File: config.mk
export PLATFORM = sky130hd
export DESIGN_NAME = lin_wake_unit
export DESIGN_NICKNAME = d
export VERILOG_FILES = /design/src/rtl/lin_wake_pkg.sv /design/src/rtl/lin_wake_fsm.sv /design/src/rtl/lin_wake_dp.sv /design/src/rtl/lin_wake_unit.sv
export SDC_FILE = /design/constraint.sdc
export NUM_CORES = 1
export LEC_CHECK = 0
export BUFFER_PORTS_ARGS = -buffer_cell sky130_fd_sc_hd__buf_2
export CORE_UTILIZATION = 48
export CTS_CLUSTER_SIZE = 8
export DETAILED_ROUTE_END_ITERATION = 10
export PLACE_DENSITY_LB_ADDON = 0.08
export SETUP_SLACK_MARGIN = 0.05
export SLEW_MARGIN = 20
export SYNTH_ARGS = -nofsm -noshare
export SYNTH_HDL_FRONTEND = slang
export SYNTH_SLANG_ARGS = --single-unit
File: constraint.sdc
create_clock -name clk -period 1.95 [get_ports clk]
set_clock_uncertainty 0.05 [all_clocks]
set_input_delay 0.585 -clock clk [delete_from_list [all_inputs] [get_ports clk]]
set_output_delay 0.585 -clock clk [all_outputs]
set_load 0.02 [all_outputs]
File: src/rtl/lin_wake_pkg.sv
package lin_wake_pkg;

  typedef enum logic [1:0] {
    MODE_RUN  = 2'd0,
    MODE_WAIT = 2'd1,
    MODE_STOP = 2'd2,
    MODE_RSVD = 2'd3
  } hostMode_e;

  typedef enum logic [1:0] {
    ST_RUN    = 2'd0,
    ST_SLEEP  = 2'd1,
    ST_RESYNC = 2'd2
  } linState_e;

  // strobes from control to datapath
  typedef struct packed {
    logic setWake;
    logic markCorrupt;
    logic idleRun;
    logic rxOpen;
    logic ifClkOn;
  } ctlStrobe_t;

  localparam logic [1:0] ADDR_CTRL = 2'd0;
  localparam logic [1:0] ADDR_STAT = 2'd1;
  localparam logic [1:0] ADDR_VEC  = 2'd2;

endpackage

File: src/rtl/lin_wake_fsm.sv
module lin_wake_fsm
  import lin_wake_pkg::*;
(
  input  logic       clk,
  input  logic       rstN,
  input  logic [1:0] hostMode,
  input  logic       wcm,
  input  logic       frameActive,
  input  logic       fallEdge,
  input  logic       idleDone,
  output ctlStrobe_t ctl
);

  linState_e state, stateNext;
  logic stopReq, reqQ, fromStop, enterNow;

  always_comb begin
    stopReq = (hostMode == MODE_STOP) || ((hostMode == MODE_WAIT) && wcm);
  end

  always_comb begin
    enterNow = (state == ST_RUN) && stopReq && !reqQ;
  end

  always_comb begin
    stateNext = state;
    ctl = '0;
    case (state)
      ST_RUN: begin
        ctl.ifClkOn = 1'b1;
        ctl.rxOpen  = 1'b1;
        if (enterNow) begin
          stateNext       = ST_SLEEP;
          ctl.markCorrupt = frameActive;
        end
      end
      ST_SLEEP: begin
        if (fallEdge) begin
          ctl.setWake = 1'b1;
          stateNext   = fromStop ? ST_RESYNC : ST_RUN;
        end else if (!stopReq) begin
          stateNext = ST_RUN;
        end
      end
      ST_RESYNC: begin
        ctl.ifClkOn = 1'b1;
        ctl.idleRun = 1'b1;
        if (idleDone) stateNext = ST_RUN;
      end
      default: stateNext = ST_RUN;
    endcase
  end

  always_ff @(posedge clk or negedge rstN) begin
    if (!rstN) begin
      state    <= ST_RUN;
      reqQ     <= 1'b0;
      fromStop <= 1'b0;
    end else begin
      state <= stateNext;
      reqQ  <= stopReq;
      if (enterNow) fromStop <= (hostMode == MODE_STOP);
    end
  end

  // a new park request in run removes the interface clock next cycle
  a_r2_park_gates: assert property (@(posedge clk) disable iff (!rstN)
    enterNow |=> !ctl.ifClkOn);

  // host wait without the park bit keeps the interface clocked
  a_r3_wait_clocked: assert property (@(posedge clk) disable iff (!rstN)
    (state == ST_RUN && hostMode == MODE_WAIT && !wcm) |=> ctl.ifClkOn);

  // leaving park on a quiet bus never raises a wakeup
  a_r12_quiet_exit: assert property (@(posedge clk) disable iff (!rstN)
    (state == ST_SLEEP && !stopReq && !fallEdge) |=> (state == ST_RUN));

endmodule

File: src/rtl/lin_wake_dp.sv
module lin_wake_dp
  import lin_wake_pkg::*;
#(
  parameter int NSRC       = 4,
  parameter int REG_W      = 8,
  parameter int FILT_LEN   = 3,
  parameter int BIT_CYCLES = 4,
  parameter int IDLE_BITS  = 3
) (
  input  logic             clk,
  input  logic             rstN,
  input  logic             rxLine,
  input  logic             frameDone,
  input  logic [NSRC-1:0]  srcReq,
  input  logic             regWrEn,
  input  logic             regRdEn,
  input  logic [1:0]       regAddr,
  input  logic [REG_W-1:0] regWrData,
  input  ctlStrobe_t       ctl,
  output logic [REG_W-1:0] regRdData,
  output logic             wcm,
  output logic             fallEdge,
  output logic             idleDone,
  output logic             intOut,
  output logic             rxGood,
  output logic             rxBad
);

  localparam int IDLE_CYCLES = BIT_CYCLES * IDLE_BITS;
  localparam int IDLE_W      = $clog2(IDLE_CYCLES + 1);
  localparam int FILT_W      = $clog2(FILT_LEN + 1);

  logic syncA, rxSync, filtLine, filtQ;
  logic [FILT_W-1:0] lowCnt;
  logic [IDLE_W-1:0] idleCnt;
  logic ien, wakePend, armed, corrupt;
  logic [REG_W-1:0] vecCode;
  logic srcAny, clearHit;
  logic unusedBits;

  assign unusedBits = ^{regWrData[REG_W-1:2], ctl.ifClkOn};

  // two-flop synchroniser and low-glitch filter
  always_ff @(posedge clk or negedge rstN) begin
    if (!rstN) begin
      syncA    <= 1'b1;
      rxSync   <= 1'b1;
      lowCnt   <= '0;
      filtLine <= 1'b1;
      filtQ    <= 1'b1;
    end else begin
      syncA  <= rxLine;
      rxSync <= syncA;
      filtQ  <= filtLine;
      if (rxSync) begin
        lowCnt   <= '0;
        filtLine <= 1'b1;
      end else if (lowCnt == FILT_W'(FILT_LEN - 1)) begin
        filtLine <= 1'b0;
      end else begin
        lowCnt <= lowCnt + 1'b1;
      end
    end
  end

  assign fallEdge = filtQ & ~filtLine;

  // idle-period counter for resynchronisation
  always_ff @(posedge clk or negedge rstN) begin
    if (!rstN) begin
      idleCnt <= '0;
    end else if (!ctl.idleRun || !rxSync) begin
      idleCnt <= '0;
    end else if (idleCnt != IDLE_W'(IDLE_CYCLES)) begin
      idleCnt <= idleCnt + 1'b1;
    end
  end

  assign idleDone = (idleCnt == IDLE_W'(IDLE_CYCLES));

  // interrupt vector: wakeup first, then lowest-indexed enabled source
  always_comb begin
    vecCode = '0;
    for (int i = NSRC - 1; i >= 0; i--) begin
      if (srcReq[i] && ien) vecCode = REG_W'(i + 2);
    end
    if (wakePend) vecCode = REG_W'(1);
  end

  assign srcAny   = |(srcReq & {NSRC{ien}});
  assign intOut   = wakePend | srcAny;
  assign clearHit = regWrEn && (regAddr == ADDR_STAT) && regWrData[0] && armed;

  always_ff @(posedge clk or negedge rstN) begin
    if (!rstN) begin
      wcm      <= 1'b0;
      ien      <= 1'b0;
      wakePend <= 1'b0;
      armed    <= 1'b0;
      corrupt  <= 1'b0;
    end else begin
      if (regWrEn && regAddr == ADDR_CTRL) begin
        wcm <= regWrData[0];
        ien <= regWrData[1];
      end
      if (ctl.setWake) begin
        wakePend <= 1'b1;
      end else if (clearHit) begin
        wakePend <= 1'b0;
        armed    <= 1'b0;
      end
      if (regRdEn && regAddr == ADDR_VEC && wakePend) armed <= 1'b1;
      if (ctl.markCorrupt)  corrupt <= 1'b1;
      else if (frameDone)   corrupt <= 1'b0;
    end
  end

  always_comb begin
    regRdData = '0;
    case (regAddr)
      ADDR_CTRL: regRdData[1:0] = {ien, wcm};
      ADDR_STAT: regRdData[0]   = intOut;
      ADDR_VEC:  regRdData      = vecCode;
      default:   regRdData      = '0;
    endcase
  end

  assign rxGood = frameDone & ctl.rxOpen & ~corrupt;
  assign rxBad  = frameDone & ctl.rxOpen & corrupt;

  // a wakeup strobe leaves the interrupt raised
  a_r4_wake_raises: assert property (@(posedge clk) disable iff (!rstN)
    ctl.setWake |=> intOut);

  // without a prior vector read the wakeup survives any write
  a_r7_needs_read: assert property (@(posedge clk) disable iff (!rstN)
    (wakePend && !armed) |=> wakePend);

  // a closed receiver delivers nothing
  a_r9_closed_silent: assert property (@(posedge clk) disable iff (!rstN)
    !ctl.rxOpen |-> !(rxGood || rxBad));

  // a frame cut by a park is never reported good
  a_r10_cut_not_good: assert property (@(posedge clk) disable iff (!rstN)
    ctl.markCorrupt |=> !rxGood);

  // wakeup keeps the interrupt high regardless of the enable bit
  a_r5_unmasked: assert property (@(posedge clk) disable iff (!rstN)
    (wakePend && !ien) |-> intOut);

endmodule

File: src/rtl/lin_wake_unit.sv
module lin_wake_unit
  import lin_wake_pkg::*;
#(
  parameter int NSRC       = 4,
  parameter int REG_W      = 8,
  parameter int FILT_LEN   = 3,
  parameter int BIT_CYCLES = 4,
  parameter int IDLE_BITS  = 3
) (
  input  logic             clk,
  input  logic             rstN,
  input  logic [1:0]       hostMode,
  input  logic             rxLine,
  input  logic             frameActive,
  input  logic             frameDone,
  input  logic [NSRC-1:0]  srcReq,
  input  logic             regWrEn,
  input  logic             regRdEn,
  input  logic [1:0]       regAddr,
  input  logic [REG_W-1:0] regWrData,
  output logic [REG_W-1:0] regRdData,
  output logic             ifClkEn,
  output logic             intOut,
  output logic             rxGood,
  output logic             rxBad
);

  ctlStrobe_t ctl;
  logic wcm, fallEdge, idleDone;

  lin_wake_fsm fsm_i (
    .clk        (clk),
    .rstN       (rstN),
    .hostMode   (hostMode),
    .wcm        (wcm),
    .frameActive(frameActive),
    .fallEdge   (fallEdge),
    .idleDone   (idleDone),
    .ctl        (ctl)
  );

  lin_wake_dp #(
    .NSRC      (NSRC),
    .REG_W     (REG_W),
    .FILT_LEN  (FILT_LEN),
    .BIT_CYCLES(BIT_CYCLES),
    .IDLE_BITS (IDLE_BITS)
  ) dp_i (
    .clk      (clk),
    .rstN     (rstN),
    .rxLine   (rxLine),
    .frameDone(frameDone),
    .srcReq   (srcReq),
    .regWrEn  (regWrEn),
    .regRdEn  (regRdEn),
    .regAddr  (regAddr),
    .regWrData(regWrData),
    .ctl      (ctl),
    .regRdData(regRdData),
    .wcm      (wcm),
    .fallEdge (fallEdge),
    .idleDone (idleDone),
    .intOut   (intOut),
    .rxGood   (rxGood),
    .rxBad    (rxBad)
  );

  assign ifClkEn = ctl.ifClkOn;

endmodule

# Yosys cells after proc, flatten, opt, wreduce, memory -nomap -nowiden
# Cells that the tools add are included.
[op_classes] addsub=2 eq_ne=14 mux=33 bitwise=8 reduce_logical=29
[ops] cell="$mux 1" n=16
[ops] cell="$mux 3" n=5
[ops] cell="$mux 2" n=7
[ops] cell="$logic_and 1x1->1" n=13
[ops] cell="$reduce_bool 2->1" n=5
[ops] cell="$eq 2x2->1 const B" n=4
[ops] cell="$mux 4" n=2
[ops] cell="$ne 2x1->1 const B" n=4
[ops] cell="$eq 2x1->1 const B" n=3
[ops] cell="$pmux 2 s3" n=1
[ops] cell="$add 4x1->4 const B" n=1
[ops] cell="$and 1x1->1" n=4
[ops] cell="$and 4x4->4" n=1
[ops] cell="$eq 4x4->1 const B" n=1
[ops] cell="$logic_not 2->1" n=2
[ops] cell="$ne 4x4->1 const B" n=1
[ops] cell="$reduce_or 4->1" n=1
[ops] cell="$logic_not 1->1" n=3
[ops] cell="$ne 3x2->1 const B" n=1
[ops] cell="$pmux 1 s3" n=1
[ops] cell="$reduce_and 3->1" n=1
[ops] cell="$add 2x1->2 const B" n=1
[ops] cell="$logic_or 1x1->1" n=2
[ops] cell="$not 1->1" n=2
[ops] cell="other kinds (4)" n=4
[totals] reg_bits=19 in_bits=23 out_inout_bits=12 elab_cells=100

# Depth between registers and ports, before layout
# Gate-level depths: netlist (run 1).
[depth] depth_word=8 mapped_depth=5 ltp_nobuf=5

# By module
# From an unflattened synthesis (run 1), not the netlist that was laid out.
[unflattened] cells_unflattened=101 hier_area_um2=1007.2
[modules_own_cells] module="lin_wake_dp" n_inst=1 cells_each=80 area_per_inst_um2=793.3 seq_area_each_um2=380.4
[modules_own_cells] module="lin_wake_fsm" n_inst=1 cells_each=21 area_per_inst_um2=214.0 seq_area_each_um2=100.1

# Worst setup path before layout (run 1)
# OpenSTA, ideal clock, no wires.
[synth_path] kind="input to output" start="in regAddr[0]" end="out regRdData[2]" arrival_time_ps=1482 t_required_ps=1315 slack_ps=-167 cell_stages=2 path_buffers=0 path_cell_list="nand3b_1 nor4b_1"
[synth_between] elab_chain_len=2
[synth_rtl] item="from (decl)" line="lin_wake_unit.sv:19" rtl="input logic [1:0] regAddr,"
[synth_rtl] item="$eq 2x2->1" line="lin_wake_dp.sv:120" rtl="case (regAddr)"
[synth_rtl] item="$mux 1" line="lin_wake_dp.sv:120"
[synth_rtl] item="to (decl)" line="lin_wake_unit.sv:21" rtl="output logic [REG_W-1:0] regRdData,"
# No other way between the ends.

# Worst setup path in the final report (run 1)
[layout_path] start="in srcReq[3]" end="out intOut"
[layout_between] elab_chain_len=3
[layout_rtl] item="from (decl)" line="lin_wake_unit.sv:16" rtl="input logic [NSRC-1:0] srcReq,"
[layout_rtl] item="$and 4x4->4" line="lin_wake_dp.sv:90" rtl="assign srcAny = |(srcReq & {NSRC{ien}});"
[layout_rtl] item="$reduce_or 4->1" line="lin_wake_dp.sv:90"
[layout_rtl] item="$or 1x1->1" line="lin_wake_dp.sv:91" rtl="assign intOut = wakePend | srcAny;"
[layout_rtl] item="to (decl)" line="lin_wake_unit.sv:23" rtl="output logic intOut,"
# No other way between the ends.

==> metrics.csv, run 1 <==
stage;metric;value;unit
run_status;status;complete, but fails checks;
run_status;failing checks;negative setup slack;
sta;shortest period the worst path allows;2168;ps
grt;initial antenna violation count;0;
setup_path;CP max stage delay;540;ps
clocking;Clock Sinks;19;
synthesis;yosys warns;0;
setup_path;Bufs and invs on worst path;2;
die;core footprint;1821;µm²
routing;drt total wl;2025;µm
setup_path;critical path endpoint category;primary output;
synthesis;synthesized cell area;979.7;µm²
synthesis;post-synthesis sequential area ratio;0.4904;
grt;grt ovf;0;
setup_path;Top Family by Delay on Critical Path;simple AND/OR/NAND/NOR gates;
finish;area of the multi-input gates;495.5;µm²
power_and_ir_drop;sequential power share;0.483;
sta;Final Hold Viols;0;
routing;via count;793;
hold_path;Tightest Hold Check Type;input port to async pin;
finish;Area growth syn-to-layout;34.23;%
die;num ports;35;
setup_path;RR Startpoint;fsm_i.state[1];
grt;largest net degree at the start of global routing;20;
finish;layout cell share with drive strength beyond 1;0.4077;
grt;global-route wire length before repair;3167;µm
power_and_ir_drop;P_sw;409.3;µW
die;die area;2225;µm²
power_and_ir_drop;Sw Ratio;0.3383;
clocking;Post-CTS Hold Buffers;0;
finish;# nets final;157;
sta;Fin Hold WS;155.3;ps
die;Site Rows;15;
power_and_ir_drop;LEAKAGE;0.0006214;µW
synthesis;Post-synth ARST share;1.000;
clocking;H-tree Lvls;1;
finish;ant diodes;0;
sta;Slew Limit Fails;0;
place;port bufs;23;
die;die extent in x;47.18;µm
power_and_ir_drop;Clock power frac;0.161;
setup_path;FF-to-FF path depth;4;
power_and_ir_drop;combinational share of power;0.356;
die;Initial Util;0.5381;
die;die height;47.18;µm
synthesis;Synth Area per Inst;10.53;µm²
setup_path;CP Data Arrival Time;1530;ps
grt;GR Util All Layers;0.2111;
setup_path;CP Class;input port to primary output;
grt;vias in the first global route;760;
setup_path;critical path data required time;1310;ps
sta;Final setup violation count;3;
setup_path;Most common cell on crit path;buf_6;
setup_path;worst r2r dst;dp_i.armed;
synthesis;main flop type after synthesis;dfrtp_1;
routing;DR pass1 iterations;4;
finish;FILL cells;145;
power_and_ir_drop;worst ir drop on vdd;848.9;µV
routing;WL per Instance;13.06;µm
power_and_ir_drop;P_int;800.5;µW
setup_path;Worst setup SP type;input port;
synthesis;Gate Count Post-Synth;93;
sta;Final Worst Setup Slack;-218.3;ps
synthesis;number of enable flip-flop cells after synthesis;0;
setup_path;Slowest-stage cell, CP;or4_4;
clocking;clock buffer depth;2;
setup_path;worst-path cell chain;buf_6, or4_4, a21o_1, buf_6;
clocking;CTS tree;yes;
setup_path;flop2flop setup slack;540;ps
synthesis;commonest cells in the synthesized netlist;dfrtp_1, nor2_1, inv_1;
synthesis;Distinct cells, synth;36;
sta;Final Cycle Share;1.112;
routing;1st-iter DRT viols;12;
place;post-DP HPWL;1445;µm
synthesis;count leader, synth;dfrtp_1;
routing;Via density;5.116;
finish;FF+latch area;483.0;µm²
sta;unrepaired setup endpoints after global routing;yes;
synthesis;Yosys reg bits;19;
run;# Max-Cap Violations;0;
setup_path;CP Max Fanout;2;
sta;Post-Route Setup TNS;-495.5;ps
synthesis;top-area cell type share of the netlist area;0.3831;
clocking;Worst-path clk slew;100;ps
routing;Routed Antenna Nets;0;
sta;maximum clock frequency;461.2;MHz
clocking;TritonCTS Buffers;3;
synthesis;Synth area leader;dfrtp_1;
synthesis;Synth area leaders;dfrtp_1, dfstp_2, buf_4, ha_1, nor2b_1;
place;final estimated routing congestion in global placement;0.8205;
clocking;worst-skew pair later-pin latency;290;ps
routing;Remaining DRCs;0;
power_and_ir_drop;Power Dens Cells;920.0;nW/µm²
clocking;clk root buf;clkbuf_4;
==> layout by cell type, fill, tap and decap left out, types with 3 or more instances in the layout <==
cell type	n
nor2_1	7
dfrtp_1	13
clkbuf_4	3
buf_6	8
dfstp_2	4
buf_2	13
inv_1	7
conb_1	5
nor2b_1	5
nand2_1	3
buf_4	13
ha_1	3
a21o_1	3
nor3_1	3
==> metal layers <==
metal,share of wire,vias to the layer above,global-route usage
met5,0,-,0
met4,0.0084,0,0.06286
met3,0.037,2,0.05769
met2,0.52,20,0.3806
met1,0.44,379,0.2438
li1,-,392,-
==> flip-flops by register name, summed over array words and instances, names as in the netlist <==
| signal | cells |
|---|---|
| dp_i.rxSync | 1 |
| fsm_i.state | 2 |
| fsm_i.fromStop | 1 |
| dp_i.ien | 1 |
| dp_i.filtLine | 1 |
| dp_i.corrupt | 1 |
| dp_i.syncA | 1 |
| dp_i.wakePend | 1 |
| dp_i.wcm | 1 |
| dp_i.armed | 1 |
| dp_i.filtQ | 1 |
| dp_i.lowCnt | 2 |
| dp_i.idleCnt | 4 |
| fsm_i.reqQ | 1 |
==> metrics by stage <==
step	std cells	total power, µW	util	worst slack (ps)	area, µm²
after floorplan	97	825.3	-	-15.41	1018
after global placement	147	921.0	0.6481	-226.5	1180
after detailed placement	147	941.8	0.6481	-241.6	1180
after CTS	152	1180	0.6935	-229.3	1262
after global routing	155	1293	0.7223	-229.2	1315
final	155	1210	0.7223	-218.3	1315
==> worst reg2reg max path, delay by kind of cell, from the launching register on <==
kind / cells / cell delay [ps]
AO/OA/AOI/OAI: 1 / 230
buffers and inverters: 1 / 140
flip-flops: 1 / 460
AND/OR/NAND/NOR: 2 / 420
==> power groups by stage <==
stage | Sequential, µW | Clock [µW] | Combinational (µW)
detailed placement | 587 | 0 | 355
global placement | 579 | 0 | 342
finish | 585 | 194 | 431
global route | 599 | 221 | 473
CTS | 580 | 204 | 397
floorplan | 561 | 0 | 265
==> logic make-up after synthesis <==
family	Yosys count	synth area share
compound gates	15	0.1124
other cells	1	0.003828
flops	19	0.4904
xor+xnor	4	0.03577
fa+ha+maj	3	0.03832
mux	4	0.04342
simple gates	35	0.2108
buf+inv	12	0.06514
==> area by class of cell <==
type                    instances  share of cell area
multi-input cells              66              0.3768
flip-flops and latches         19              0.3673
repair buffers                 34              0.1922
well taps                      25             0.02379
clock buffers                   4             0.01998
inverters                       7             0.01998
==> worst max path at each step <==
| stage | slack, ps | start | endpoint | depth (start not counted) |
|---|---|---|---|---|
| floorplan | -20 | srcReq[0] | intOut | 2 |
| global placement | -230 | srcReq[0] | regRdData[0] | 5 |
| detailed placement | -240 | srcReq[0] | regRdData[0] | 5 |
| CTS | -230 | srcReq[1] | intOut | 4 |
| global route | -230 | srcReq[3] | intOut | 4 |
| finish | -220 | srcReq[3] | intOut | 4 |
==> timing repair <==
action | 4_1_cts | 5_1_grt
resized for setup | 14 | 7
pin swaps | 5 | 6
hold endpoints to repair | 0 | 0
setup endpoints to repair | 5 | 6
buffers inserted | 1 | 3
Note: power is estimated with default switching activity, not from simulation.
==> run 2, diff against run 1 <==
--- a/config.mk
+++ b/config.mk
@@ -5,10 +5,10 @@
 export SDC_FILE = /design/constraint.sdc
 export NUM_CORES = 1
 export LEC_CHECK = 0
-export BUFFER_PORTS_ARGS = -buffer_cell sky130_fd_sc_hd__buf_2
-export CORE_UTILIZATION = 48
+export CORE_UTILIZATION = 60
 export CTS_CLUSTER_SIZE = 8
 export DETAILED_ROUTE_END_ITERATION = 10
+export DONT_BUFFER_PORTS = 1
 export PLACE_DENSITY_LB_ADDON = 0.08
 export SETUP_SLACK_MARGIN = 0.05
 export SLEW_MARGIN = 20
==> metrics.csv, run 2 (synthesized netlist as in run 1, its figures left out) <==
stage;metric;value;unit
finish;commonest non-fill, non-tap cell in the layout;dfrtp_1;
power_and_ir_drop;Tot Pwr;1112;µW
sta;shortest period the worst path allows;1991;ps
setup_path;CP Class;input port to primary output;
die;die area;1799;µm²
clocking;CTS tree;yes;
routing;1st-iter DRT viols;12;
finish;FILL cells;116;
setup_path;CP Max Fanout;3;
run_status;status;complete, but fails checks;
finish;max reg flops;4;
die;num ports;35;
routing;WL per Instance;14.55;µm
sta;maximum clock frequency;502.3;MHz
finish;# nets final;129;
routing;drt total wl;1717;µm
place;post-DP HPWL;1213;µm
grt;global-route wire length before repair;2732;µm
sta;Final Hold Viols;0;
setup_path;CP max stage delay;530;ps
finish;Finished Cell Area;1095;µm²
clocking;H-tree Lvls;1;
sta;Final setup violation count;2;
power_and_ir_drop;worst ir drop on vdd;722.9;µV
routing;Routed Antenna Nets;0;
clocking;clock buffer depth;2;
sta;headroom to the max-slew limit;0.5099;
setup_path;CP Data Arrival Time;1360;ps
routing;DR pass1 iterations;4;
finish;FF+latch area;483.0;µm²
finish;largest register by flop count;dp_i.idleCnt;
grt;grt ovf;0;
power_and_ir_drop;LEAKAGE;0.0004855;µW
place;port bufs;0;
place;final estimated routing congestion in global placement;0.6953;
power_and_ir_drop;Power Dens Cells;1016;nW/µm²
clocking;worst-skew pair later-pin latency;300;ps
sta;Least-Margin Pin Slew;732.7;ps
setup_path;Slowest-stage cell, CP;or4_4;
setup_path;worst-path cell chain;or4_4, a21o_1;
finish;Area growth syn-to-layout;11.75;%
die;core footprint;1524;µm²
setup_path;critical path endpoint category;primary output;
sta;unrepaired setup endpoints after global routing;yes;
die;die height;42.41;µm
grt;initial antenna violation count;0;
setup_path;Top Family by Delay on Critical Path;simple AND/OR/NAND/NOR gates;
grt;largest net degree at the start of global routing;16;
setup_path;Bufs and invs on worst path;0;
finish;commonest non-fill, non-tap cells in the layout;dfrtp_1, nor2_1, inv_1;
clocking;clk root buf;clkbuf_4;
clocking;Worst-path clk slew;110;ps
sta;Slew Limit Fails;0;
sta;Final Worst Setup Slack;-40.89;ps
finish;ant diodes;0;
routing;Via density;5.898;
routing;Remaining DRCs;0;
die;die extent in x;42.41;µm
run;# Max-Cap Violations;0;
grt;GR Util All Layers;0.2088;
hold_path;Tightest Hold Check Type;input port to async pin;
finish;biggest regs;dp_i.idleCnt: 4 flops, dp_i.lowCnt: 2 flops, fsm_i.state: 2 flops;
sta;Fin Hold WS;60.94;ps
routing;via count;696;
die;Site Rows;14;
place;Place WS;-37.13;ps
finish;layout cell share with drive strength beyond 1;0.2451;
clocking;TritonCTS Buffers;3;
setup_path;critical path data required time;1310;ps
sta;Final Cycle Share;1.021;
finish;area of the multi-input gates;488.0;µm²
place;area post-placement;1023;µm²
setup_path;Worst setup SP type;input port;
clocking;Clock Sinks;19;
run_status;failing checks;negative setup slack;
die;Initial Util;0.6429;
grt;vias in the first global route;649;
[run 2: cell types whose count changed in the layout (fill, tap and decap cells not counted), sizes merged]
cell and change:
buf -29, clkbuf -1, clkinvlp +1, dlygate4sd3 +1
[run 2: power breakdown]
part / leakage, µW / internal (µW) / switching (µW)
Sequential: 0.000231 / 492 / 82.3
Combinational: 0.000241 / 163 / 170
Clock: 0.0000139 / 78.0 / 127
Total: 0.000485 / 733 / 380
[run 2: worst paths after layout]
check	endpoint	cells past startpoint	slack, ps	startpoint
worst min register to register	dp_i.rxSync	0	320	dp_i.syncA
max in group asynchronous	fsm_i.state[1]	1	620	rstN
min in group clk	dp_i.syncA	0	220	rxLine
worst max-delay path	intOut	2	-40	srcReq[0]
worst max register to register	dp_i.armed	4	620	fsm_i.state[1]
worst min-delay path	dp_i.filtLine	0	60	rstN
[run 2: routing by layer]
| metal | up-vias | global-route usage | wire [µm] |
|---|---|---|---|
| met1 | 338 | 0.2580 | 768 |
| li1 | 336 | - | - |
| met2 | 20 | 0.3446 | 853 |
| met4 | 0 | 0.1000 | 9 |
| met5 | - | 0 | 0 |
| met3 | 2 | 0.04741 | 86 |
[run 2: per-stage QoR]
step	instances	utilization	setup TNS, ps
after floorplan	97	-	-28.41
after global placement	111	0.6716	-67.77
after detailed placement	111	0.6716	-69.10
after CTS	116	0.6979	-72.67
after global routing	118	0.7184	-152.3
final	118	0.7184	-59.25
[run 2: area by class of cell]
class,count,share of cell area
repair buffers,6,0.04343
flip-flops and latches,19,0.4411
clock buffers,3,0.02057
inverters,7,0.02400
well taps,16,0.01829
clock inverters,1,0.006857
multi-input cells,66,0.4457
[run 2: repair_timing]
item	4_1_cts	5_1_grt
hold buffers	1	0
gates cloned	0	0
setup endpoints to repair	2	6
hold endpoints to repair	15	0
gates resized for setup	0	5
pin swaps	0	2
setup buffers	0	2
==> run 3, diff against run 2 <==
--- a/config.mk
+++ b/config.mk
@@ -5,6 +5,7 @@
 export SDC_FILE = /design/constraint.sdc
 export NUM_CORES = 1
 export LEC_CHECK = 0
+export ABC_AREA = 1
 export CORE_UTILIZATION = 60
 export CTS_CLUSTER_SIZE = 8
 export DETAILED_ROUTE_END_ITERATION = 10
==> metrics.csv, run 3 <==
stage;metric;value;unit
synthesis;post-synthesis adder-cell area fraction;0.03802;
run;# Max-Cap Violations;0;
grt;vias in the first global route;751;
synthesis;Distinct cells, synth;22;
finish;ant diodes;0;
die;Initial Util;0.6478;
setup_path;CP Class;register to primary output;
synthesis;main flop type after synthesis;dfrtp_1;
synthesis;simple-gate share of the synthesized area;0.2586;
grt;GR Util All Layers;0.2283;
synthesis;Gate Count Post-Synth;124;
sta;Final setup violation count;0;
sta;maximum clock frequency;524.6;MHz
routing;drt total wl;1786;µm
die;die extent in x;42.56;µm
routing;DR pass1 iterations;4;
finish;commonest non-fill, non-tap cells in the layout;nand2_1, inv_1, dfrtp_1, nor2_1, nand3_1;
sta;Final Cycle Share;0.9776;
power_and_ir_drop;LEAKAGE;0.0005550;µW
clocking;clk root buf;clkbuf_4;
setup_path;Bufs and invs on worst path;1;
power_and_ir_drop;Power Dens Cells;923.3;nW/µm²
synthesis;Synth Area per Inst;7.961;µm²
die;die height;42.56;µm
routing;Remaining DRCs;0;
setup_path;CP Max Fanout;5;
routing;Routed Antenna Nets;0;
routing;1st-iter DRT viols;21;
grt;global-route wire length before repair;3084;µm
synthesis;number of enable flip-flop cells after synthesis;0;
hold_path;Tightest Hold Check Type;input port to async pin;
finish;Area growth syn-to-layout;9.759;%
routing;Via density;5.469;
setup_path;Slowest-stage cell, CP;dfrtp_1;
setup_path;CP Data Arrival Time;1270;ps
routing;via count;804;
synthesis;Post-synth ARST share;1.000;
synthesis;post-synthesis compound-gate area fraction;0.1014;
synthesis;Synth area leaders;dfrtp_1, nand2_1, dfstp_2, inv_1, nand3_1;
finish;max reg flops;4;
synthesis;synthesized cell area;987.2;µm²
finish;largest register by flop count;dp_i.idleCnt;
setup_path;Top Family by Delay on Critical Path;simple AND/OR/NAND/NOR gates;
sta;Slew Limit Fails;0;
die;core footprint;1524;µm²
finish;Final Util;0.7110;
synthesis;post-synthesis sequential area ratio;0.4867;
die;Site Rows;14;
synthesis;top-area cell type share of the netlist area;0.3802;
finish;layout cell share with drive strength beyond 1;0.1985;
synthesis;yosys warns;0;
die;num ports;35;
synthesis;commonest cells in the synthesized netlist;nand2_1, inv_1, dfrtp_1;
finish;Final Non-Filler Cells;147;
finish;# nets final;158;
place;final estimated routing congestion in global placement;0.7373;
setup_path;number of cells on the critical path;3;
routing;WL per Instance;12.15;µm
setup_path;Worst setup SP type;register;
setup_path;critical path data required time;1310;ps
clocking;H-tree Lvls;1;
clocking;Worst-path clk slew;100;ps
die;die area;1811;µm²
grt;largest net degree at the start of global routing;16;
place;post-DP HPWL;1296;µm
synthesis;count leader, synth;nand2_1;
synthesis;Yosys reg bits;19;
place;port bufs;0;
setup_path;critical path endpoint category;primary output;
clocking;clock buffer depth;2;
setup_path;CP max stage delay;400;ps
finish;commonest non-fill, non-tap cell in the layout;nand2_1;
grt;initial antenna violation count;0;
sta;Final Hold Viols;0;
synthesis;Synth area leader;dfrtp_1;
sta;shortest period the worst path allows;1906;ps
sta;headroom to the max-slew limit;0.5483;
sta;unrepaired setup endpoints after global routing;yes;
setup_path;FF-to-FF path depth;5;
clocking;TritonCTS Buffers;3;
run_status;status;completed;
clocking;Clock Sinks;19;
power_and_ir_drop;worst ir drop on vdd;567.0;µV
clocking;CTS tree;yes;
place;placed insts;141;
setup_path;worst-path cell chain;inv_2, nand3_1, nor2_1;
finish;biggest regs;dp_i.idleCnt: 4 flops, dp_i.lowCnt: 2 flops, fsm_i.state: 2 flops;
synthesis;mux cell area share after synthesis;0;
synthesis;largest family of logic cells by synthesized area;simple AND/OR/NAND/NOR gates;
setup_path;flop2flop setup slack;630;ps
clocking;worst-skew pair later-pin latency;290;ps
synthesis;xor/xnor cell area share of the yosys netlist;0.008872;
sta;Least-Margin Pin Slew;675.3;ps
finish;FILL cells;130;
grt;grt ovf;0;
## run 3: changes by cell type after synthesis, sizes merged, moves of 5 or more
cell	delta
nand2	+29
inv	+10
o21ai	+8
nand3	+8
nor2b	-5
nor2	+6
## run 3: cell families (layout without fill, tap and decap cells)
kind of cell               after synthesis  in the layout
other                                    1              5
DFF                                     19             19
and+or+nand+nor                         61             61
buffers and inverters                   22             25
xor gates and xnor gates                 1              1
adders and majority gates                3              3
AOI/OAI and AO/OA                       17             17
## run 3: layout make-up
| type | count | area, µm² | area share |
|---|---|---|---|
| clock inverter | 1 | 5.005 | 0.004619 |
| multi-input combinational | 87 | 457.9 | 0.4226 |
| clock buffer | 3 | 22.52 | 0.02079 |
| timing repair buffer | 4 | 32.53 | 0.03002 |
| tap | 16 | 20.02 | 0.01848 |
| sequential | 19 | 481.7 | 0.4446 |
| inverter | 17 | 63.81 | 0.05889 |
## run 3: final timing paths
path | endpoint | from
max | rxBad | fsm_i.state[0]
min | dp_i.rxSync | rstN
max reg2reg | dp_i.idleCnt[1] | dp_i.idleCnt[1]
min reg2reg | dp_i.rxSync | dp_i.syncA
max in group asynchronous | dp_i.ien | rstN
min in group clk | dp_i.syncA | rxLine
## run 3: layer usage
layer	wire length (µm)	GRT usage	vias to the layer above
li1	-	-	396
met1	721	0.3103	371
met2	926	0.3569	35
met3	118	0.06034	2
met4	19	0.07500	0
met5	0	0	-
## run 3: timing repair
action | 4_1_cts | 5_1_grt
gates resized for setup | 1 | 12
hold buffers | 1 | 0
pin swaps | 0 | 4
setup buffers | 0 | 1
hold endpoints to repair | 15 | 0
endpoints found under the setup margin | 3 | 6
## run 3: power by group
group          internal [µW]  switching (µW)
clock                   76.1             113
sequential               479            54.9
combinational           99.7             177
## run 3: through the flow
stage / power, µW / worst slack (ps) / hold slack [ps] / setup TNS (ps) / cell area, µm²
finish: 1000 / 43.63 / 78.54 / 0 / 1084
global route: 1075 / -2.919 / 52.36 / -2.919 / 1084
CTS: 967.5 / 31.85 / 71.14 / 0 / 1042
detailed placement: 769.1 / 154.9 / 239.8 / 0 / 999.7
global placement: 753.9 / 165.0 / 239.8 / 0 / 999.7
floorplan: 722.7 / 131.6 / 239.4 / 0 / 1002
